**src/rtl/wdt_pkg.sv**
```systemverilog
package wdt_pkg;
  // control register (index F5) field positions
  localparam int UNIT_BIT  = 3;
  localparam int P20_BIT   = 2;
  localparam int KBRST_BIT = 1;
  // status register (index F7) field positions
  localparam int MOUSE_BIT = 7;
  localparam int KBD_BIT   = 6;
  localparam int FORCE_BIT = 5;
  localparam int FIRED_BIT = 4;
  localparam int SEL_W     = 4;

  typedef struct packed {
    logic unit_min;
    logic p20_en;
    logic kbrst_en;
  } wdt_ctrl_t;

  typedef struct packed {
    logic             mouse_en;
    logic             kbd_en;
    logic [SEL_W-1:0] irq_sel;
  } wdt_stat_t;
endpackage

```
**src/rtl/wdt_prescaler.sv**
```systemverilog
module wdt_prescaler #(
  parameter int DIV = 60
) (
  input  logic clk_i,
  input  logic rst_ni,
  input  logic clr_i,
  input  logic run_i,
  input  logic tick_i,
  input  logic minute_i,
  output logic step_o
);
  localparam int PW = (DIV > 1) ? $clog2(DIV) : 1;

  generate
    if (DIV > 1) begin : g_div
      logic [PW-1:0] pre_q;
      logic          wrap;
      assign wrap = (pre_q == PW'(DIV - 1));

      always_ff @(posedge clk_i or negedge rst_ni) begin
        if (!rst_ni)                         pre_q <= '0;
        else if (clr_i)                      pre_q <= '0;
        else if (tick_i && run_i && minute_i) pre_q <= wrap ? '0 : pre_q + 1'b1;
      end

      assign step_o = tick_i && run_i && (!minute_i || wrap);
    end else begin : g_nodiv
      assign step_o = tick_i && run_i;
    end
  endgenerate
endmodule

```
**src/rtl/wdt_down_counter.sv**
```systemverilog
module wdt_down_counter #(
  parameter int CNT_W = 8
) (
  input  logic             clk_i,
  input  logic             rst_ni,
  input  logic             force_i,
  input  logic             load_i,
  input  logic [CNT_W-1:0] load_val_i,
  input  logic             reload_i,
  input  logic             dec_i,
  output logic [CNT_W-1:0] count_o,
  output logic             active_o,
  output logic             expire_o
);
  logic [CNT_W-1:0] count_q, reload_q;

  assign active_o = (count_q != '0);

  // priority: force > software load > activity reload > decrement
  always_ff @(posedge clk_i or negedge rst_ni) begin
    if (!rst_ni) begin
      count_q  <= '0;
      reload_q <= '0;
    end else if (force_i) begin
      count_q  <= '0;
    end else if (load_i) begin
      count_q  <= load_val_i;
      reload_q <= load_val_i;
    end else if (reload_i && active_o) begin
      count_q  <= reload_q;
    end else if (dec_i && active_o) begin
      count_q  <= count_q - 1'b1;
    end
  end

  assign expire_o = dec_i && (count_q == CNT_W'(1)) && !force_i && !load_i && !reload_i;
  assign count_o  = count_q;
endmodule

```
**src/rtl/wdt_pulse.sv**
```systemverilog
module wdt_pulse #(
  parameter int LEN = 4
) (
  input  logic clk_i,
  input  logic rst_ni,
  input  logic trig_i,
  output logic pulse_o
);
  localparam int LW = $clog2(LEN + 1);
  logic [LW-1:0] cnt_q;

  // no retrigger while a pulse is in progress
  always_ff @(posedge clk_i or negedge rst_ni) begin
    if (!rst_ni)                     cnt_q <= '0;
    else if (trig_i && cnt_q == '0)  cnt_q <= LW'(LEN);
    else if (cnt_q != '0)            cnt_q <= cnt_q - 1'b1;
  end

  assign pulse_o = (cnt_q != '0);
endmodule

```
**src/rtl/wdt_scaled_top.sv**
```systemverilog
module wdt_scaled_top #(
  parameter int          DATA_W    = 8,
  parameter int          IDX_W     = 8,
  parameter int          MIN_TICKS = 60,
  parameter int          RST_LEN   = 4,
  parameter logic [7:0]  IDX_CTRL  = 8'hF5,
  parameter logic [7:0]  IDX_COUNT = 8'hF6,
  parameter logic [7:0]  IDX_STAT  = 8'hF7
) (
  input  logic              clk_i,
  input  logic              rst_ni,
  input  logic              cfg_wr_i,
  input  logic [IDX_W-1:0]  cfg_idx_i,
  input  logic [DATA_W-1:0] cfg_wdata_i,
  output logic [DATA_W-1:0] cfg_rdata_o,
  input  logic              tick_i,
  input  logic              kbd_irq_i,
  input  logic              mouse_irq_i,
  input  logic              kbd_p20_i,
  output logic              wdt_irq_o,
  output logic [3:0]        wdt_irq_sel_o,
  output logic              kbd_rst_o
);
  import wdt_pkg::*;

  localparam int CNT_W = DATA_W;

  wdt_ctrl_t         ctrl_q;
  wdt_stat_t         stat_q;
  logic              fired_q;
  logic              p20_q;
  logic [CNT_W-1:0]  count;
  logic              active, expire, step;
  logic              wr_ctrl, wr_count, wr_stat;
  logic              force_evt, periph_reload, timeout_evt;

  assign wr_ctrl  = cfg_wr_i && (cfg_idx_i == IDX_W'(IDX_CTRL));
  assign wr_count = cfg_wr_i && (cfg_idx_i == IDX_W'(IDX_COUNT));
  assign wr_stat  = cfg_wr_i && (cfg_idx_i == IDX_W'(IDX_STAT));

  assign force_evt = (wr_stat && cfg_wdata_i[FORCE_BIT]) ||
                     (ctrl_q.p20_en && kbd_p20_i && !p20_q);

  assign periph_reload = (stat_q.kbd_en && kbd_irq_i) || (stat_q.mouse_en && mouse_irq_i);

  assign timeout_evt = force_evt || expire;

  always_ff @(posedge clk_i or negedge rst_ni) begin
    if (!rst_ni) begin
      ctrl_q  <= '0;
      stat_q  <= '0;
      fired_q <= 1'b0;
      p20_q   <= 1'b0;
    end else begin
      p20_q <= kbd_p20_i;
      if (wr_ctrl) begin
        ctrl_q.unit_min <= cfg_wdata_i[UNIT_BIT];
        ctrl_q.p20_en   <= cfg_wdata_i[P20_BIT];
        ctrl_q.kbrst_en <= cfg_wdata_i[KBRST_BIT];
      end
      if (wr_stat) begin
        stat_q.mouse_en <= cfg_wdata_i[MOUSE_BIT];
        stat_q.kbd_en   <= cfg_wdata_i[KBD_BIT];
        stat_q.irq_sel  <= cfg_wdata_i[SEL_W-1:0];
      end
      // timeout wins over a same-cycle clear
      if (timeout_evt)                           fired_q <= 1'b1;
      else if (wr_stat && !cfg_wdata_i[FIRED_BIT]) fired_q <= 1'b0;
    end
  end

  wdt_prescaler #(.DIV(MIN_TICKS)) u_pre (
    .clk_i    (clk_i),
    .rst_ni   (rst_ni),
    .clr_i    (wr_count || periph_reload || force_evt),
    .run_i    (active),
    .tick_i   (tick_i),
    .minute_i (ctrl_q.unit_min),
    .step_o   (step)
  );

  wdt_down_counter #(.CNT_W(CNT_W)) u_cnt (
    .clk_i      (clk_i),
    .rst_ni     (rst_ni),
    .force_i    (force_evt),
    .load_i     (wr_count),
    .load_val_i (cfg_wdata_i),
    .reload_i   (periph_reload),
    .dec_i      (step),
    .count_o    (count),
    .active_o   (active),
    .expire_o   (expire)
  );

  wdt_pulse #(.LEN(RST_LEN)) u_rst (
    .clk_i   (clk_i),
    .rst_ni  (rst_ni),
    .trig_i  (timeout_evt && ctrl_q.kbrst_en),
    .pulse_o (kbd_rst_o)
  );

  always_comb begin
    cfg_rdata_o = '0;
    if (cfg_idx_i == IDX_W'(IDX_CTRL)) begin
      cfg_rdata_o[UNIT_BIT]  = ctrl_q.unit_min;
      cfg_rdata_o[P20_BIT]   = ctrl_q.p20_en;
      cfg_rdata_o[KBRST_BIT] = ctrl_q.kbrst_en;
    end else if (cfg_idx_i == IDX_W'(IDX_COUNT)) begin
      cfg_rdata_o = count;
    end else if (cfg_idx_i == IDX_W'(IDX_STAT)) begin
      cfg_rdata_o[MOUSE_BIT]   = stat_q.mouse_en;
      cfg_rdata_o[KBD_BIT]     = stat_q.kbd_en;
      cfg_rdata_o[FIRED_BIT]   = fired_q;
      cfg_rdata_o[SEL_W-1:0]   = stat_q.irq_sel;
    end
  end

  assign wdt_irq_o     = fired_q;
  assign wdt_irq_sel_o = stat_q.irq_sel;
endmodule

```
**config.mk**
```make
export PLATFORM = sky130hd
export DESIGN_NAME = wdt_scaled_top
export DESIGN_NICKNAME = d
export VERILOG_FILES = /design/src/rtl/wdt_pkg.sv /design/src/rtl/wdt_prescaler.sv /design/src/rtl/wdt_down_counter.sv /design/src/rtl/wdt_pulse.sv /design/src/rtl/wdt_scaled_top.sv
export SDC_FILE = /design/constraint.sdc
export NUM_CORES = 1
export LEC_CHECK = 0
export BUFFER_PORTS_ARGS = -buffer_cell sky130_fd_sc_hd__buf_2
export CORE_ASPECT_RATIO = 0.75
export CORE_MARGIN = 5
export CORE_UTILIZATION = 29
export CTS_CLUSTER_SIZE = 30
export DETAILED_ROUTE_END_ITERATION = 7
export PLACE_DENSITY = 0.56
export RECOVER_POWER = 100
export SLEW_MARGIN = 20
export SYNTH_ARGS = -nofsm -noshare
export SYNTH_HDL_FRONTEND = slang
export SYNTH_SLANG_ARGS = --single-unit
```
**constraint.sdc**
```tcl
create_clock -name clk_i -period 2.1 [get_ports clk_i]
set_input_delay 0.42 -clock clk_i [delete_from_list [all_inputs] [get_ports clk_i]]
set_output_delay 0.42 -clock clk_i [all_outputs]
set_load 0.02 [all_outputs]
```
# Word level (Yosys, flattened, before mapping)
# Index checks and enable logic that the tools add are counted.
# classes
n_lt_le_gt_ge	0
n_mul	0
div_mod_pow	0
add_sub_neg	3
n_bitwise	1
n_reduce_logical	40
shift	0
mux	19
eq_ne	5
# op_table
op	n
two-way mux 8 bit	4
equality test 8 bit (second input constant)	3
logical AND 1 bit	20
two-way mux 6 bit	3
two-way mux 5 bit	2
two-way mux 3 bit	3
equality test 8 x 1 -> 1 bit (second input constant)	1
nonzero test 8 bit	1
subtractor 8 x 1 -> 8 bit (second input constant)	1
adder 6 x 1 -> 6 bit (second input constant)	1
equality test 6 bit (second input constant)	1
zero test 1 bit	6
logical OR 1 bit	6
nonzero test 2 bit	3
two-way mux 1 bit	4
two-way mux 2 bit	2
two-way mux 4 bit	1
nonzero test 4 bit	1
zero test 3 bit	1
nonzero test 3 bit	1
subtractor 3 x 1 -> 3 bit (second input constant)	1
AND reduction 2 bit	1
NOT 1 bit	1
# word_totals
ram_bits	0
ff_bits	36
n_memories	0
latchBits	0
romBits	0
input_bits	23

# Logic depth before layout (Yosys ltp)
# depth
word_depth	12
mapped_depth	8
depth_no_buf	7

# Hierarchy
# From an unflattened synthesis, not the netlist that was laid out.
# unflattened
cells_unflattened	234
hier_area_um2	2204.6
# modules_own_cells
module	cells_each	n_inst	area_per_inst_um2
wdt_down_counter	115	1	934.6
wdt_scaled_top	66	1	735.7
wdt_prescaler	38	1	356.6
wdt_pulse	15	1	177.7

# Worst setup path before layout
# OpenSTA, ideal clock, no wires.
# synth_path
path_kind	reg2reg
start	reg u_cnt.count_q[0] (netlist: u_cnt.count_o[0])
end	reg u_cnt.count_q[5] (netlist: u_cnt.count_o[5])
t_arrival_ps	1911
path_stages_with_launch	9
setup_slack_ps	110
path_cell_list	dfrtp_1 -> inv_1 -> ha_1 -> or3b_2 -> nor3_1 -> buf_4 -> o32a_1 -> o31ai_2 -> a2bb2oi_1
# synth_between
elab_chain_cells	5
word_cells_on_any_way	11
classes_between	add/sub (1); mux (4); reduce/logical (6)
# synth_lines
item	line_no	text
start, declared	wdt_down_counter.sv:15	logic [CNT_W-1:0] count_q, reload_q;
start signal, assigned	wdt_down_counter.sv:27	count_q <= load_val_i;
start signal, assigned	wdt_down_counter.sv:30	count_q <= reload_q;
start signal, assigned	wdt_down_counter.sv:32	count_q <= count_q - 1'b1;
subtractor 8 x 1 -> 8 bit / nonzero test 8 bit (equally long branches)	wdt_down_counter.sv:32, wdt_down_counter.sv:17	
two-way mux 8 bit, or another cell as far along	wdt_down_counter.sv:31	end else if (dec_i && active_o) begin
two-way mux 8 bit / logical AND 1 bit (equally long branches)	wdt_down_counter.sv:29, wdt_prescaler.sv:26	
two-way mux 8 bit / logical AND 1 bit (equally long branches)	wdt_down_counter.sv:26, wdt_down_counter.sv:31	
two-way mux 8 bit / nonzero test 4 bit (equally long branches)	--	
# Several ways; a longest one is shown, not always the timed one. The select of a mux whose other input is x is not followed.
# A chain may end at the register's enable or synchronous reset.

# Final worst setup path
# layout_path
start	reg u_pre.g_div.pre_q[0]
end	reg u_cnt.count_q[3] (netlist: u_cnt.count_o[3])
# layout_between
elab_chain_cells	5
# layout_lines
item	line_no	text
start, declared	wdt_prescaler.sv:16	logic [PW-1:0] pre_q;
start signal, assigned	wdt_prescaler.sv:23	else if (tick_i && run_i && minute_i) pre_q <= wrap ? '0 : pre_q + 1'b1;
equality test 6 bit	wdt_prescaler.sv:18	assign wrap = (pre_q == PW'(DIV - 1));
logical OR 1 bit	wdt_prescaler.sv:26	assign step_o = tick_i && run_i && (!minute_i || wrap);
logical AND 1 bit	wdt_prescaler.sv:26	
logical AND 1 bit	wdt_down_counter.sv:31	
nonzero test 4 bit (no source line)	--	
# Every way passes these cells.

==> flow_metrics.tcl <==
set metrics [dict create \
    wirelength_um 6260 \
    fp-row-count 27 \
    yosysTopAreaCell "dfrtp_1" \
    cts_root_buf "clkbuf_8" \
    ys_top_cells_by_count "nand2_1, dfrtp_1, nor2_1" \
    fmax_mhz 499 \
    layout-drive-gt1-share_pct 23.7 \
    worst-setup-path-type "reg -> reg" \
    ant_nets 0 \
    slowest_stage "a21oi_2" \
    diodes 0 \
    grt-ovfl-total 0 \
    ys_types 60 \
    detailroute.via_count 2047 \
    hp-class "in -> reg" \
    crit_required_ns 2.27 \
    vias_per_cell 5.00 \
    clk_latency_ns 0.30 \
    fillerInstances 780 \
    cts_sinks 36 \
    grt_max_degree 37 \
    clockBufferDepth 2 \
    yosysMostFrequentCell "nand2_1" \
    outcome "finished, final reports clean" \
    pre_cts_slack_ns 0.0270 \
    synthToLayoutAreaGrowth_pct 21.6 \
    path_cells "ha_1 > nand3b_1 > o21ai_0 > buf_4 > a21oi_2 > o21ai_2 > a2bb2oi_1" \
    ys_ff_latch 36 \
    cp-start-kind "register" \
    ys_top_cells_by_area "dfrtp_1, nand2_1, nor2_1" \
    numCtsBuffers 5 \
    drc 0 \
    clk_pin_slew_ns 0.08 \
    grt_pass1_wl_um 10200 \
    place.gp.congestion 0.899 \
    drt_pre_antenna_iters 4 \
    grt_setup_unrepaired "true" \
    synth_area_per_cell_um2 8.79 \
    die_w_um 111 \
    power_per_cell_area_nw_per_um2 849 \
    nets 335 \
    setup_viol_count_final 0 \
    max_stage_delay_ns 0.42 \
    crit_family "compound AO/OA/AOI/OAI gates" \
    grt_pass1_vias 1963 \
    endpoint_kind "register" \
    synth_nets 282 \
    netlist_instances 254 \
    ys_warn_count 0 \
    dpl.hpwl_um 4660 \
    antenna_found_initial 0 \
    max-cap-violations 0 \
    post-route-period-util_pct 95.4 \
    synth_edf_count 0 \
    fin_ws_ns 0.0967 \
    arrival_ns 2.17 \
    cts_tree "yes" \
    synth-seq-area-share_pct 40.3 \
    cp_max_fo 9 \
    tns_ns 0 \
    io_buffers 36 \
    worstMarginPinSlew_ns 0.961 \
    yosys_most_used_dff "dfrtp_1" \
    track_usage_pct 13.4 \
    finalHoldViolations 0 \
    dieArea_um2 9570 \
    coreArea_um2 7430 \
    worst-path-buf-inv 1 \
    wire_per_inst_um 15.3 \
    relSlewSlack_pct 35.9 \
    timing.hold.ws_ns 0.247 \
    fin_crit_ns 2.00 \
    leakage_uw 0.00124 \
    synth_top_area_share_pct 40.3 \
    syn_area_um2 2230 \
    htreeDepth 2 \
    ir_worst_vdd_mv 0.281 \
    drtIter0Drc 213 \
    async_flop_share_pct 100 \
    die_h_um 86 \
    finClkSkew_ns 0.0107 \
    io_pins 37 \
    start_util_pct 30.1 \
    drv_slew 0 \
]
placed cells by master, fill, tap and decap left out, drive strengths merged, types with 2 or more instances in the layout:
| cell type | instances |
|---|---|
| nand2 | 50 |
| a311oi | 2 |
| a22oi | 5 |
| nor2b | 5 |
| inv | 10 |
| nor4 | 3 |
| clkbuf | 23 |
| nand3 | 6 |
| nand4 | 2 |
| mux2 | 6 |
| or3 | 5 |
| a31oi | 2 |
| xnor2 | 2 |
| nand2b | 2 |
| nor3b | 2 |
| nor3 | 6 |
| ha | 5 |
| clkinv | 2 |
| buf | 43 |
| o31ai | 10 |
| a21oi | 10 |
| dfrtp | 36 |
| nor2 | 19 |
| mux2i | 5 |
| o21ai | 13 |
| a2bb2oi | 7 |
metal layers:
| metal | track usage (%) | vias to the layer above | wire length (um) |
|---|---|---|---|
| li1 | - | 1026 | - |
| met1 | 20.4 | 970 | 3290 |
| met2 | 18.6 | 47 | 2580 |
| met3 | 3.10 | 4 | 331 |
| met4 | 4.31 | 0 | 62 |
| met5 | 0 | - | 0 |
logic make-up after synthesis:
logic type / after synthesis / share of synthesized area (%)
flip-flops: 36 / 40.3
multiplexers: 11 / 5.27
AO/OA/AOI/OAI: 64 / 20.5
XOR/XNOR: 2 / 0.784
AND/OR/NAND/NOR: 112 / 24.9
adder cells (fa/ha/maj): 5 / 2.80
buffers and inverters: 24 / 5.43
state kept, by name, indices dropped and copies added, names as in the netlist:
register           count
ctrl_q                 3
p20_q                  1
stat_q                 2
u_cnt.count_o          8
u_cnt.reload_q         8
u_pre.g_div.pre_q      6
u_rst.cnt_q            3
wdt_irq_o              1
wdt_irq_sel_o          4
final timing paths:
kind	end	cells after the start	slack (ns)	startpoint
max reg2reg	u_cnt.count_o[3]	7	0.1	u_pre.g_div.pre_q[0]
min reg2reg	u_cnt.reload_q[2]	2	0.47	u_cnt.reload_q[2]
max	u_cnt.count_o[3]	7	0.1	u_pre.g_div.pre_q[0]
max in group asynchronous	u_cnt.reload_q[1]	2	1.16	rst_ni
min in group asynchronous	u_pre.g_div.pre_q[4]	2	0.34	rst_ni
min	p20_q	1	0.25	kbd_p20_i
stage by stage:
step / instances / power, uW / utilization [%] / area (um2)
finish: 409 / 2310 / 36.5 / 2720
CTS: 409 / 2330 / 36.7 / 2730
global route: 409 / 2470 / 36.5 / 2720
detailed placement: 401 / 1780 / 35.5 / 2640
global placement: 401 / 1790 / 35.5 / 2640
floorplan: 254 / 1520 / - / 2230
cell type report:
type	instances	area (um2)	share of cell area, %
timing repair buffer	60	333	12.3
clock inverter	2	10.0	0.368
sequential	36	901	33.2
inverter	10	37.5	1.38
clock buffer	6	82.6	3.04
tap	101	126	4.65
multi-input combinational	194	1230	45.1
power breakdown:
group,switching [uW],internal [uW],total (uW)
sequential,145,826,971
combinational,405,400,804
clock,268,262,530
worst reg2reg max path: cells and delay by family (launching register included):
| kind | cells | cell delay [ns] |
|---|---|---|
| buffers and inverters | 1 | 0.17 |
| AOI/OAI and AO/OA | 4 | 0.95 |
| adders and majority gates | 1 | 0.23 |
| DFF | 1 | 0.41 |
| and+or+nand+nor | 1 | 0.13 |
what timing repair did:
action                                  4_1_cts  5_1_grt
endpoints found under the setup margin        0        8
hold buffers                                  0        0
buffers inserted                              0        0
hold endpoints to repair                      0        0
gates resized for setup                       0        3
Power figures use the tool's default switching activity.
